`config.mk`:
```
export PLATFORM = sky130hd
export DESIGN_NAME = irq_entry_seq
export DESIGN_NICKNAME = d
export VERILOG_FILES = /design/src/rtl/irq_entry_pkg.sv /design/src/rtl/irq_entry_ctrl.sv /design/src/rtl/irq_entry_dp.sv /design/src/rtl/irq_entry_seq.sv
export SDC_FILE = /design/constraint.sdc
export NUM_CORES = 1
export LEC_CHECK = 0
export CELL_PAD_IN_SITES_DETAIL_PLACEMENT = 1
export CELL_PAD_IN_SITES_GLOBAL_PLACEMENT = 2
export CORE_MARGIN = 1
export CORE_UTILIZATION = 38
export CTS_CLUSTER_SIZE = 10
export DETAILED_ROUTE_END_ITERATION = 10
export DONT_BUFFER_PORTS = 1
export PLACE_DENSITY_LB_ADDON = 0.1
export SETUP_SLACK_MARGIN = 0.2
export SLEW_MARGIN = 10
export SYNTH_ARGS = -nofsm -noshare
export SYNTH_HDL_FRONTEND = slang
export SYNTH_SLANG_ARGS = --single-unit
```
`constraint.sdc`:
```
create_clock -name clk -period 3.11 [get_ports clk]
set_input_delay 0 -clock clk [delete_from_list [all_inputs] [get_ports clk]]
set_output_delay 0 -clock clk [all_outputs]
set_load 0.03 [all_outputs]
```
`src/rtl/irq_entry_pkg.sv`:
```
package irq_entry_pkg;
  localparam int ADDR_W      = 20;
  localparam int DATA_W      = 8;
  localparam int SP_W        = 16;
  localparam int FLG_W       = 16;
  localparam int NUM_W       = 6;
  localparam int INFO_NUM_W  = 5;
  localparam int LVL_W       = DATA_W - INFO_NUM_W;
  localparam int FLG_D       = 1;
  localparam int FLG_I       = 6;
  localparam int FLG_U       = 7;
  localparam int IPL_LO      = 12;
  localparam int FHI_LO      = 12;
  localparam int FHI_W       = FLG_W - FHI_LO;
  localparam int PC_HI_LO    = 2 * DATA_W;
  localparam int PC_HI_W     = ADDR_W - PC_HI_LO;
  localparam int SW_KEEP_MIN = 32;
  localparam int PUSH_N      = 4;
  localparam int VEC_N       = 3;
  localparam int VEC_STRIDE  = 2;
  localparam int STEP_W      = $clog2(PUSH_N);

  typedef enum logic [2:0] {
    ST_IDLE, ST_WAITQ, ST_INFO, ST_FLAG, ST_PUSH, ST_IPL, ST_VEC, ST_LOAD
  } seq_state_e;

  // flags after entry: interrupts and single step closed, stack select maybe kept
  function automatic logic [FLG_W-1:0] entry_flags(input logic [FLG_W-1:0] f,
                                                   input logic keep_u);
    logic [FLG_W-1:0] r;
    r = f;
    r[FLG_I] = 1'b0;
    r[FLG_D] = 1'b0;
    if (!keep_u) r[FLG_U] = 1'b0;
    return r;
  endfunction

  function automatic logic [FLG_W-1:0] with_level(input logic [FLG_W-1:0] f,
                                                  input logic [LVL_W-1:0] l);
    logic [FLG_W-1:0] r;
    r = f;
    r[IPL_LO +: LVL_W] = l;
    return r;
  endfunction

  // stack write order is part of the behaviour: -2, -1, -4, -3
  function automatic logic [SP_W-1:0] push_offset(input logic [STEP_W-1:0] idx);
    case (idx)
      2'd0:    return SP_W'(2);
      2'd1:    return SP_W'(1);
      2'd2:    return SP_W'(4);
      default: return SP_W'(3);
    endcase
  endfunction

  function automatic logic [DATA_W-1:0] push_byte(input logic [STEP_W-1:0] idx,
                                                  input logic [ADDR_W-1:0] pc,
                                                  input logic [DATA_W-1:0] flo,
                                                  input logic [FHI_W-1:0]  fhi);
    case (idx)
      2'd0:    return pc[DATA_W-1:0];
      2'd1:    return pc[2*DATA_W-1:DATA_W];
      2'd2:    return flo;
      default: return {fhi, pc[ADDR_W-1:PC_HI_LO]};
    endcase
  endfunction

  function automatic logic [ADDR_W-1:0] vec_first(input logic [ADDR_W-1:0] base,
                                                  input logic [NUM_W-1:0] num);
    return base + ({{(ADDR_W-NUM_W){1'b0}}, num} << VEC_STRIDE);
  endfunction

  function automatic logic [ADDR_W-1:0] vec_join(input logic [DATA_W-1:0]  b0,
                                                 input logic [DATA_W-1:0]  b1,
                                                 input logic [PC_HI_W-1:0] b2);
    return {b2, b1, b0};
  endfunction
endpackage

```
`src/rtl/irq_entry_ctrl.sv`:
```
module irq_entry_ctrl
  import irq_entry_pkg::*;
(
  input  logic              clk,
  input  logic              rst_n,
  input  logic              hw_req,
  input  logic              sw_req,
  input  logic              insn_done,
  input  logic              str_busy,
  input  logic              fetch_ready,
  output seq_state_e        st,
  output logic [STEP_W-1:0] step,
  output logic              start,
  output logic              start_sw,
  output logic              suspend
);
  localparam logic [STEP_W-1:0] PUSH_LAST = STEP_W'(PUSH_N - 1);
  localparam logic [STEP_W-1:0] VEC_LAST  = STEP_W'(VEC_N - 1);

  seq_state_e st_nx;
  logic       idle;
  logic       hw_take;
  logic       step_last;

  assign idle      = (st == ST_IDLE);
  assign hw_take   = hw_req && (insn_done || str_busy);
  assign start_sw  = idle && sw_req;
  assign start     = idle && (sw_req || hw_take);
  assign suspend   = idle && !sw_req && hw_req && str_busy && !insn_done;
  assign step_last = ((st == ST_PUSH) && (step == PUSH_LAST)) ||
                     ((st == ST_VEC)  && (step == VEC_LAST));

  always_comb begin
    st_nx = st;
    case (st)
      ST_IDLE:  if (start) st_nx = ST_WAITQ;
      ST_WAITQ: if (fetch_ready) st_nx = ST_INFO;
      ST_INFO:  st_nx = ST_FLAG;
      ST_FLAG:  st_nx = ST_PUSH;
      ST_PUSH:  if (step_last) st_nx = ST_IPL;
      ST_IPL:   st_nx = ST_VEC;
      ST_VEC:   if (step_last) st_nx = ST_LOAD;
      default:  st_nx = ST_IDLE;
    endcase
  end

  always_ff @(posedge clk or negedge rst_n) begin
    if (!rst_n) begin
      st   <= ST_IDLE;
      step <= '0;
    end else begin
      st <= st_nx;
      if (((st == ST_PUSH) || (st == ST_VEC)) && !step_last) step <= step + 1'b1;
      else step <= '0;
    end
  end

  // waiting is left only after the queue is ready
  a_r3_wait_for_queue: assert property (@(posedge clk) disable iff (!rst_n)
    (st == ST_WAITQ && !fetch_ready) |=> (st == ST_WAITQ));
endmodule

```
`src/rtl/irq_entry_dp.sv`:
```
module irq_entry_dp
  import irq_entry_pkg::*;
(
  input  logic                  clk,
  input  logic                  rst_n,
  input  seq_state_e            st,
  input  logic [STEP_W-1:0]     step,
  input  logic                  start,
  input  logic                  start_sw,
  input  logic [NUM_W-1:0]      sw_num,
  input  logic [FLG_W-1:0]      flg_in,
  input  logic [ADDR_W-1:0]     pc_in,
  input  logic [SP_W-1:0]       isp_in,
  input  logic [SP_W-1:0]       usp_in,
  input  logic [ADDR_W-1:0]     vec_base,
  input  logic [DATA_W-1:0]     bus_rdata,
  output logic                  is_sw,
  output logic [INFO_NUM_W-1:0] hw_num,
  output logic [FLG_W-1:0]      flg_entry,
  output logic [FLG_W-1:0]      flg_ipl,
  output logic [ADDR_W-1:0]     push_addr,
  output logic [DATA_W-1:0]     push_data,
  output logic [ADDR_W-1:0]     vec_addr,
  output logic [SP_W-1:0]       sp_after,
  output logic                  sp_user,
  output logic [ADDR_W-1:0]     pc_vec
);
  logic [FLG_W-1:0]   tmp_flg;
  logic [ADDR_W-1:0]  ret_pc;
  logic [NUM_W-1:0]   num;
  logic [LVL_W-1:0]   lvl;
  logic [SP_W-1:0]    sp_base;
  logic [DATA_W-1:0]  vb0, vb1;
  logic [PC_HI_W-1:0] vb2;
  logic               keep_u;
  logic [SP_W-1:0]    slot;

  assign keep_u    = is_sw && (num >= NUM_W'(SW_KEEP_MIN));
  assign flg_entry = entry_flags(tmp_flg, keep_u);
  assign flg_ipl   = is_sw ? flg_entry : with_level(flg_entry, lvl);
  assign slot      = sp_base - push_offset(step);
  assign push_addr = {{(ADDR_W-SP_W){1'b0}}, slot};
  assign push_data = push_byte(step, ret_pc, tmp_flg[DATA_W-1:0], tmp_flg[FLG_W-1:FHI_LO]);
  assign vec_addr  = vec_first(vec_base, num) + ADDR_W'(step);
  assign sp_after  = sp_base - SP_W'(PUSH_N);
  assign pc_vec    = vec_join(vb0, vb1, vb2);
  assign hw_num    = num[INFO_NUM_W-1:0];

  always_ff @(posedge clk or negedge rst_n) begin
    if (!rst_n) begin
      tmp_flg <= '0;
      ret_pc  <= '0;
      is_sw   <= 1'b0;
      num     <= '0;
      lvl     <= '0;
      sp_base <= '0;
      sp_user <= 1'b0;
      vb0     <= '0;
      vb1     <= '0;
      vb2     <= '0;
    end else begin
      if (start) begin
        tmp_flg <= flg_in;
        ret_pc  <= pc_in;
        is_sw   <= start_sw;
        num     <= start_sw ? sw_num : '0;
        lvl     <= '0;
      end
      if (st == ST_INFO && !is_sw) begin
        num <= NUM_W'(bus_rdata[INFO_NUM_W-1:0]);
        lvl <= bus_rdata[DATA_W-1 -: LVL_W];
      end
      if (st == ST_FLAG) begin
        sp_base <= flg_entry[FLG_U] ? usp_in : isp_in;
        sp_user <= flg_entry[FLG_U];
      end
      if (st == ST_VEC) begin
        case (step)
          2'd0:    vb0 <= bus_rdata;
          2'd1:    vb1 <= bus_rdata;
          default: vb2 <= bus_rdata[PC_HI_W-1:0];
        endcase
      end
    end
  end

  // a software number below the keep range never preserves U
  a_r5_low_sw_clears_u: assert property (@(posedge clk) disable iff (!rst_n)
    (st == ST_FLAG && is_sw && !num[NUM_W-1]) |-> !flg_entry[FLG_U]);
endmodule

```
`src/rtl/irq_entry_seq.sv`:
```
module irq_entry_seq
  import irq_entry_pkg::*;
(
  input  logic                  clk,
  input  logic                  rst_n,
  input  logic                  hw_req,
  input  logic                  sw_req,
  input  logic [NUM_W-1:0]      sw_num,
  input  logic                  insn_done,
  input  logic                  str_busy,
  output logic                  insn_suspend,
  input  logic                  fetch_ready,
  input  logic [FLG_W-1:0]      flg_in,
  input  logic [ADDR_W-1:0]     pc_in,
  input  logic [SP_W-1:0]       isp_in,
  input  logic [SP_W-1:0]       usp_in,
  input  logic [ADDR_W-1:0]     vec_base,
  output logic [ADDR_W-1:0]     bus_addr,
  output logic                  bus_rd,
  output logic                  bus_wr,
  output logic [DATA_W-1:0]     bus_wdata,
  input  logic [DATA_W-1:0]     bus_rdata,
  output logic                  flg_wr,
  output logic [FLG_W-1:0]      flg_new,
  output logic                  pc_wr,
  output logic [ADDR_W-1:0]     pc_new,
  output logic                  sp_wr,
  output logic                  sp_user,
  output logic [SP_W-1:0]       sp_new,
  output logic                  req_clr,
  output logic [INFO_NUM_W-1:0] req_clr_num,
  output logic                  done
);
  seq_state_e        st;
  logic [STEP_W-1:0] step;
  logic              start, start_sw;
  logic              is_sw;
  logic [FLG_W-1:0]  flg_entry, flg_ipl;
  logic [ADDR_W-1:0] push_addr, vec_addr;
  logic [DATA_W-1:0] push_data;

  // named events
  logic info_cycle, flag_cycle, push_cycle, ipl_cycle, vec_cycle, load_cycle;
  assign info_cycle = (st == ST_INFO);
  assign flag_cycle = (st == ST_FLAG);
  assign push_cycle = (st == ST_PUSH);
  assign ipl_cycle  = (st == ST_IPL);
  assign vec_cycle  = (st == ST_VEC);
  assign load_cycle = (st == ST_LOAD);

  irq_entry_ctrl u_ctrl (
    .clk        (clk),
    .rst_n      (rst_n),
    .hw_req     (hw_req),
    .sw_req     (sw_req),
    .insn_done  (insn_done),
    .str_busy   (str_busy),
    .fetch_ready(fetch_ready),
    .st         (st),
    .step       (step),
    .start      (start),
    .start_sw   (start_sw),
    .suspend    (insn_suspend)
  );

  irq_entry_dp u_dp (
    .clk       (clk),
    .rst_n     (rst_n),
    .st        (st),
    .step      (step),
    .start     (start),
    .start_sw  (start_sw),
    .sw_num    (sw_num),
    .flg_in    (flg_in),
    .pc_in     (pc_in),
    .isp_in    (isp_in),
    .usp_in    (usp_in),
    .vec_base  (vec_base),
    .bus_rdata (bus_rdata),
    .is_sw     (is_sw),
    .hw_num    (req_clr_num),
    .flg_entry (flg_entry),
    .flg_ipl   (flg_ipl),
    .push_addr (push_addr),
    .push_data (push_data),
    .vec_addr  (vec_addr),
    .sp_after  (sp_new),
    .sp_user   (sp_user),
    .pc_vec    (pc_new)
  );

  assign bus_rd    = info_cycle || vec_cycle;
  assign bus_wr    = push_cycle;
  assign bus_wdata = push_cycle ? push_data : '0;

  always_comb begin
    bus_addr = '0;
    if (push_cycle)     bus_addr = push_addr;
    else if (vec_cycle) bus_addr = vec_addr;
  end

  assign flg_wr  = flag_cycle || ipl_cycle;
  assign flg_new = ipl_cycle ? flg_ipl : flg_entry;
  assign sp_wr   = ipl_cycle;
  assign req_clr = flag_cycle && !is_sw;
  assign pc_wr   = load_cycle;
  assign done    = load_cycle;

  a_r10_one_strobe: assert property (@(posedge clk) disable iff (!rst_n)
    !(bus_rd && bus_wr));

  a_r4_clear_after_info: assert property (@(posedge clk) disable iff (!rst_n)
    req_clr |-> ($past(bus_rd) && ($past(bus_addr) == '0) && flg_wr));

  a_r5_flags_closed: assert property (@(posedge clk) disable iff (!rst_n)
    flg_wr |-> (!flg_new[FLG_I] && !flg_new[FLG_D]));

  a_r6_push_after_flag: assert property (@(posedge clk) disable iff (!rst_n)
    (bus_wr && !$past(bus_wr)) |-> $past(flg_wr));

  a_r6_stack_low_space: assert property (@(posedge clk) disable iff (!rst_n)
    bus_wr |-> (bus_addr[ADDR_W-1:SP_W] == '0));

  a_r7_sp_after_writes: assert property (@(posedge clk) disable iff (!rst_n)
    sp_wr |-> (flg_wr && $past(bus_wr)));

  a_r8_vec_consecutive: assert property (@(posedge clk) disable iff (!rst_n)
    (bus_rd && $past(bus_rd) && ($past(bus_addr) != '0)) |->
      (bus_addr == $past(bus_addr) + ADDR_W'(1)));

  a_r9_done_single: assert property (@(posedge clk) disable iff (!rst_n)
    done |=> !done);

  a_r9_pc_after_read: assert property (@(posedge clk) disable iff (!rst_n)
    pc_wr |-> (done && $past(bus_rd)));
endmodule

```
## Word-level counts from Yosys, hierarchy flattened

Cells that the tools add are included.
W data, S select, Z words.

- Equality and inequality tests: 14
- Multiplexer cells: 20
- Magnitude comparators: 1
- Reductions and logical operators: 31
- Add/subtract/negate cells: 5
- Bitwise operators: 1

Operators by type and width:

| operator | number |
|---|---|
| $mux W20 | 2 |
| $mux W15 | 2 |
| $pmux W8 S3 | 1 |
| $pmux W3 S7 | 1 |
| $add A20 B2 Y20 | 1 |
| $add A20 B8 Y20 | 1 |
| $mux W3 | 6 |
| $mux W6 | 3 |
| $mux W16 | 1 |
| $sub A16 B3 Y16 | 1 |
| $sub A16 B3 Y16 const B | 1 |
| $logic_and A1 B1 Y1 | 13 |
| $eq A3 B3 Y1 const B | 4 |
| $pmux W3 S3 | 1 |
| $mux W8 | 1 |
| $eq A3 B2 Y1 const B | 2 |
| $ge A6 B6 Y1 const B | 1 |
| $logic_or A1 B1 Y1 | 6 |
| $reduce_and A2 Y1 | 3 |
| $eq A2 B2 Y1 const B | 2 |
| $logic_not A1 Y1 | 4 |
| $ne A2 B1 Y1 const B | 2 |
| $ne A2 B2 Y1 const B | 2 |
| $reduce_and A4 Y1 | 1 |
| other kinds (10) | 10 |

- Input bits: 109
- Register bits after elaboration: 88
- Logic and storage cells: 84
- Output and inout bits: 94

## Depth between registers and ports, before layout

- Depth after elaboration: 6
- Depth in mapped cells: 12

## Hierarchy

From an unflattened synthesis, not the netlist that was laid out.

- Cell total of the unflattened synthesis: 614
- Area total of the unflattened synthesis: 6090.8 um^2

Modules (own cells, without submodules):

| module | instances | area each (um^2) | cells an instance |
|---|---|---|---|
| irq_entry_dp | 1 | 5036.1 | 491 |
| irq_entry_seq | 1 | 661.9 | 81 |
| irq_entry_ctrl | 1 | 392.9 | 42 |

## Worst setup path before layout

OpenSTA, ideal clock, no wires.

- Path kind: register -> output
- From: reg u_ctrl.step[1]
- To: out bus_addr[8]
- Slack: 0.099 ns
- Required time: 3.110 ns
- Stages on the path, launching flop included: 13
- Path buffers: 3
- Data arrival time: 3.011 ns
- Cells stage by stage: dfrtp_1 ha_1 clkbuf_1 clkbuf_1 or2_2 ha_1 fa_1 nor2b_1 or3_1 clkbuf_1 nor2_1 xnor2_1 o22ai_1

- Cells in the longest elaborated chain, start to end: 4
- Elaborated cells on any way between the ends: 8

Ends and longest elaborated chain:

| item | line | RTL |
|---|---|---|
| start, declared | irq_entry_ctrl.sv:12 | `output logic [STEP_W-1:0] step,` |
| start signal, assigned | irq_entry_ctrl.sv:53 | `if (((st == ST_PUSH) \|\| (st == ST_VEC)) && !step_last) step <= step + 1'b1;` |
| $eq A2 B2 Y1 (tied with other cells) | irq_entry_pkg.sv:48 | `case (idx)` |
| $pmux W3 S3 | irq_entry_pkg.sv:48 |  |
| $sub A16 B3 Y16 | irq_entry_dp.sv:41 | `assign slot = sp_base - push_offset(step);` |
| $mux W20 * | irq_entry_seq.sv:98 | `if (push_cycle) bus_addr = push_addr;` |
| end, declared | irq_entry_seq.sv:18 | `output logic [ADDR_W-1:0] bus_addr,` |

Mark *: on every way between the ends. The rest lies on a longest branch, timed or not.

## Final worst setup path

- From: reg u_dp.sp_base[10]
- To: out sp_new[15]

- Cells in the longest elaborated chain, start to end: 1

Ends and longest elaborated chain:

| item | line | RTL |
|---|---|---|
| start, declared | irq_entry_dp.sv:32 | `logic [SP_W-1:0] sp_base;` |
| start signal, assigned | irq_entry_dp.sv:74 | `sp_base <= flg_entry[FLG_U] ? usp_in : isp_in;` |
| $sub A16 B3 Y16 | irq_entry_dp.sv:45 | `assign sp_after = sp_base - SP_W'(PUSH_N);` |
| end, declared | irq_entry_seq.sv:29 | `output logic [SP_W-1:0] sp_new,` |

Every way passes these cells.

==> flow_metrics.env <==
export IMPL_outcome="completed"
export IMPL_drc=0
export IMPL_numCtsBuffers=9
export IMPL_io_buffers=0
export IMPL_ir_worst_vdd_v=0.000542
export IMPL_gr_total_overflow=0
export IMPL_finalSetupTns_ns=0
export IMPL_seq_area_frac_synth=0.412
export IMPL_first_iter_violations=169
export IMPL_antenna_found_initial=0
export IMPL_cts_tree="yes"
export IMPL_timing_final_crit_share=0.903
export IMPL_synthArstFlopShare=1.00
export IMPL_placed_area_um2=5440
export IMPL_cp_end_kind="output pin"
export IMPL_worstSkewPairLatency_ns=0.35
export IMPL_grt_util_met3=0.0646
export IMPL_ys_seq_elements=88
export IMPL_initial_core_util=0.396
export IMPL_fp_dieH_um=121
export IMPL_stdcell_count=788
export IMPL_stdcell_area_um2=6680
export IMPL_fp_coreArea_um2=13500
export IMPL_syn_avg_cell_area_um2=9.85
export IMPL_place_inst=684
export IMPL_hp_class="input pin to flop"
export IMPL_setup_ws_ns=0.300
export IMPL_grt_max_degree=89
export IMPL_regArea_um2=2210
export IMPL_routed_wl_um=16100
export IMPL_grt_pass1_vias=4626
export IMPL_grt_use_total=0.223
export IMPL_wl_per_cell_um=20.4
export IMPL_ys_warnings_count=0
export IMPL_whs_ns=0.0522
export IMPL_dieArea_um2=14600
export IMPL_io_pins=203
export IMPL_p_leak_nw=2.95
export IMPL_hold_viol_final=0
export IMPL_synthCells=543
export IMPL_htree_levels=3
export IMPL_fillers=1469
export IMPL_rsz0062_at_grt="yes"
export IMPL_final_util=0.495
export IMPL_ant_nets=0
export IMPL_syn_to_final_growth_pct=24.9
export IMPL_critical_path_required_ns=3.11
export IMPL_syn_area_um2=5350
export IMPL_cts_root_buf="clkbuf_16"
export IMPL_synth_edf_count=0
export IMPL_drive_gt1_frac=0.204
export IMPL_period_needed_ns=2.81
export IMPL_place_congestion=0.826
export IMPL_vias=4377
export IMPL_grt_pass1_wl_um=24800
export IMPL_tightest_slew_ns=1.09
export IMPL_synth_flop_cell="dfrtp_1"
export IMPL_met2_usage=0.370
export IMPL_hpwl_um=11300
export IMPL_maxSlewViolCount=0
export IMPL_maxSlewHeadroom=0.271
export IMPL_via_per_inst=5.55
export IMPL_row_count=42
export IMPL_max_freq_mhz=356
export IMPL_multi_input_area_um2=2850
export IMPL_grt_use_met1=0.280
export IMPL_drv_cap=0
export IMPL_crit_arrival_ns=2.81
export IMPL_power_mw=7.37
export IMPL_fin_skew_ns=0.00880
export IMPL_startpoint_type="flop"
export IMPL_firstDrtPassIters=7
export IMPL_yosysUniqueCellTypes=49
export IMPL_clk_path_buf_depth=2
export IMPL_path_class="flop to output pin"
export IMPL_clkSlewWorstSetupHoldPaths_ns=0.06
export IMPL_p_per_area_nw_per_um2=1100
export IMPL_dp_slack_ns=0.399
export IMPL_diodes=0
export IMPL_die_w_um=121
export IMPL_crit_path_max_fanout=6
export IMPL_numClockSinks=88
export IMPL_finalSetupViolations=0
export IMPL_nets=735
export IMPL_busiest_layer="met2"
## path summary, 6_finish.rpt
check / from / endpoint / slack [ns] / depth (start not counted)
min: sw_req / u_ctrl.st[0]$_DFFE_PN0P_ / 0.05 / 3
max: u_dp.sp_base[10]$_DFFE_PN0P_ / sp_new[15] / 0.30 / 4
max reg2reg: u_dp.tmp_flg[7]$_DFFE_PN0P_ / u_dp.sp_base[7]$_DFFE_PN0P_ / 0.60 / 4
min in group asynchronous: rst_n / u_dp.sp_user$_DFFE_PN0P_ / 0.19 / 2
max in group asynchronous: rst_n / u_dp.ret_pc[13]$_DFFE_PN0P_ / 2.49 / 2
min reg2reg: u_dp.ret_pc[5]$_DFFE_PN0P_ / u_dp.ret_pc[5]$_DFFE_PN0P_ / 0.51 / 1
## repair_timing
item,4_1_cts,5_1_grt
setup endpoints to repair,5,10
resized for setup,4,11
hold buffers,85,0
buffers inserted,1,2
cloned,0,0
pin swaps,1,4
hold endpoints to repair,171,0
## registers in the layout, summed over array words and instances, names as in the netlist
signal        count
u_ctrl.st         3
u_ctrl.step       2
u_dp.is_sw        1
u_dp.lvl          3
u_dp.num          6
u_dp.ret_pc      20
u_dp.sp_base     16
u_dp.sp_user      1
u_dp.tmp_flg     16
u_dp.vb0          8
u_dp.vb1          8
u_dp.vb2          4
## layout by cell type, fill, tap and decap left out, types with 3 or more instances in the layout
master         Yosys  final
nor2_1            30     30
a222oi_1           8      8
nand3b_1           5      5
nor4_1             6      6
or3_1             12     10
xor2_1            15     14
buf_4             21     25
nand2_1           50     49
nand3_2            0      3
o21ai_0           36     36
and2_1             5      5
nand2b_1           3      3
o211ai_1           8      8
ha_1              17     15
dfrtp_1           88     85
a21o_1             5      5
nor3_1             9      8
o22ai_2            0      3
xnor2_1           15     15
dfrtp_2            0      3
or4_1              6      6
nand3_1            8      5
o22ai_1            9      6
clkbuf_16          0      9
and3_1             3      3
a22oi_1            5      5
mux2i_1           16     16
or2_2              3      3
a21oi_1           18     18
o31ai_1            4      4
inv_1             17     17
dlygate4sd3_1      0     84
mux2_2            59     59
## cells in the mapped netlist, types with 5 or more instances
| library cell | n | area, um2 |
|---|---|---|
| a21o_1 | 5 | 37.5 |
| a21oi_1 | 18 | 90.1 |
| a222oi_1 | 8 | 80.1 |
| a22oi_1 | 5 | 37.5 |
| and2_1 | 5 | 31.3 |
| buf_4 | 21 | 158 |
| clkbuf_1 | 30 | 113 |
| dfrtp_1 | 88 | 2200 |
| ha_1 | 17 | 213 |
| inv_1 | 17 | 63.8 |
| mux2_2 | 59 | 664 |
| mux2i_1 | 16 | 160 |
| nand2_1 | 50 | 188 |
| nand3_1 | 8 | 40.0 |
| nand3b_1 | 5 | 37.5 |
| nor2_1 | 30 | 113 |
| nor3_1 | 9 | 45.0 |
| nor4_1 | 6 | 37.5 |
| o211ai_1 | 8 | 60.1 |
| o21ai_0 | 36 | 180 |
| o22ai_1 | 9 | 56.3 |
| or3_1 | 12 | 75.1 |
| or4_1 | 6 | 45.0 |
| xnor2_1 | 15 | 131 |
| xor2_1 | 15 | 131 |
## area by class of cell
class | instances | share of cell area
inverters | 17 | 0.00955
clock inverters | 5 | 0.00618
flip-flops and latches | 88 | 0.330
repair buffers | 110 | 0.158
multi-input cells | 381 | 0.427
clock buffers | 11 | 0.0363
well taps | 176 | 0.0330
## power by group
part | switching, mW | internal (mW)
logic | 2.12 | 1.40
registers | 1.09 | 1.71
clock network | 0.478 | 0.571
total | 3.69 | 3.68
## cells by family (layout without fill, tap and decap cells)
group,count (synthesis),count (layout),synth area share
simple gates,148,148,0.138
xor+xnor,30,30,0.0491
flops,88,88,0.412
mux,75,75,0.154
fa+ha+maj,19,19,0.0473
other cells,1,2,0.000701
buf+inv,75,143,0.0720
compound gates,107,107,0.127
## metal layers
layer / vias to the layer above / wire, um
met4: 0 / 254
met5: - / 0
li1: 2035 / -
met1: 2182 / 6910
met3: 19 / 1150
met2: 141 / 7780
## worst max-delay path, stage by stage (launching register included)
cell	delay (ns)
dfrtp_1	0.46
or4_4	0.59
or4_1	0.52
nor4_1	0.51
xor2_2	0.40
(Power assumes the default switching activity.)
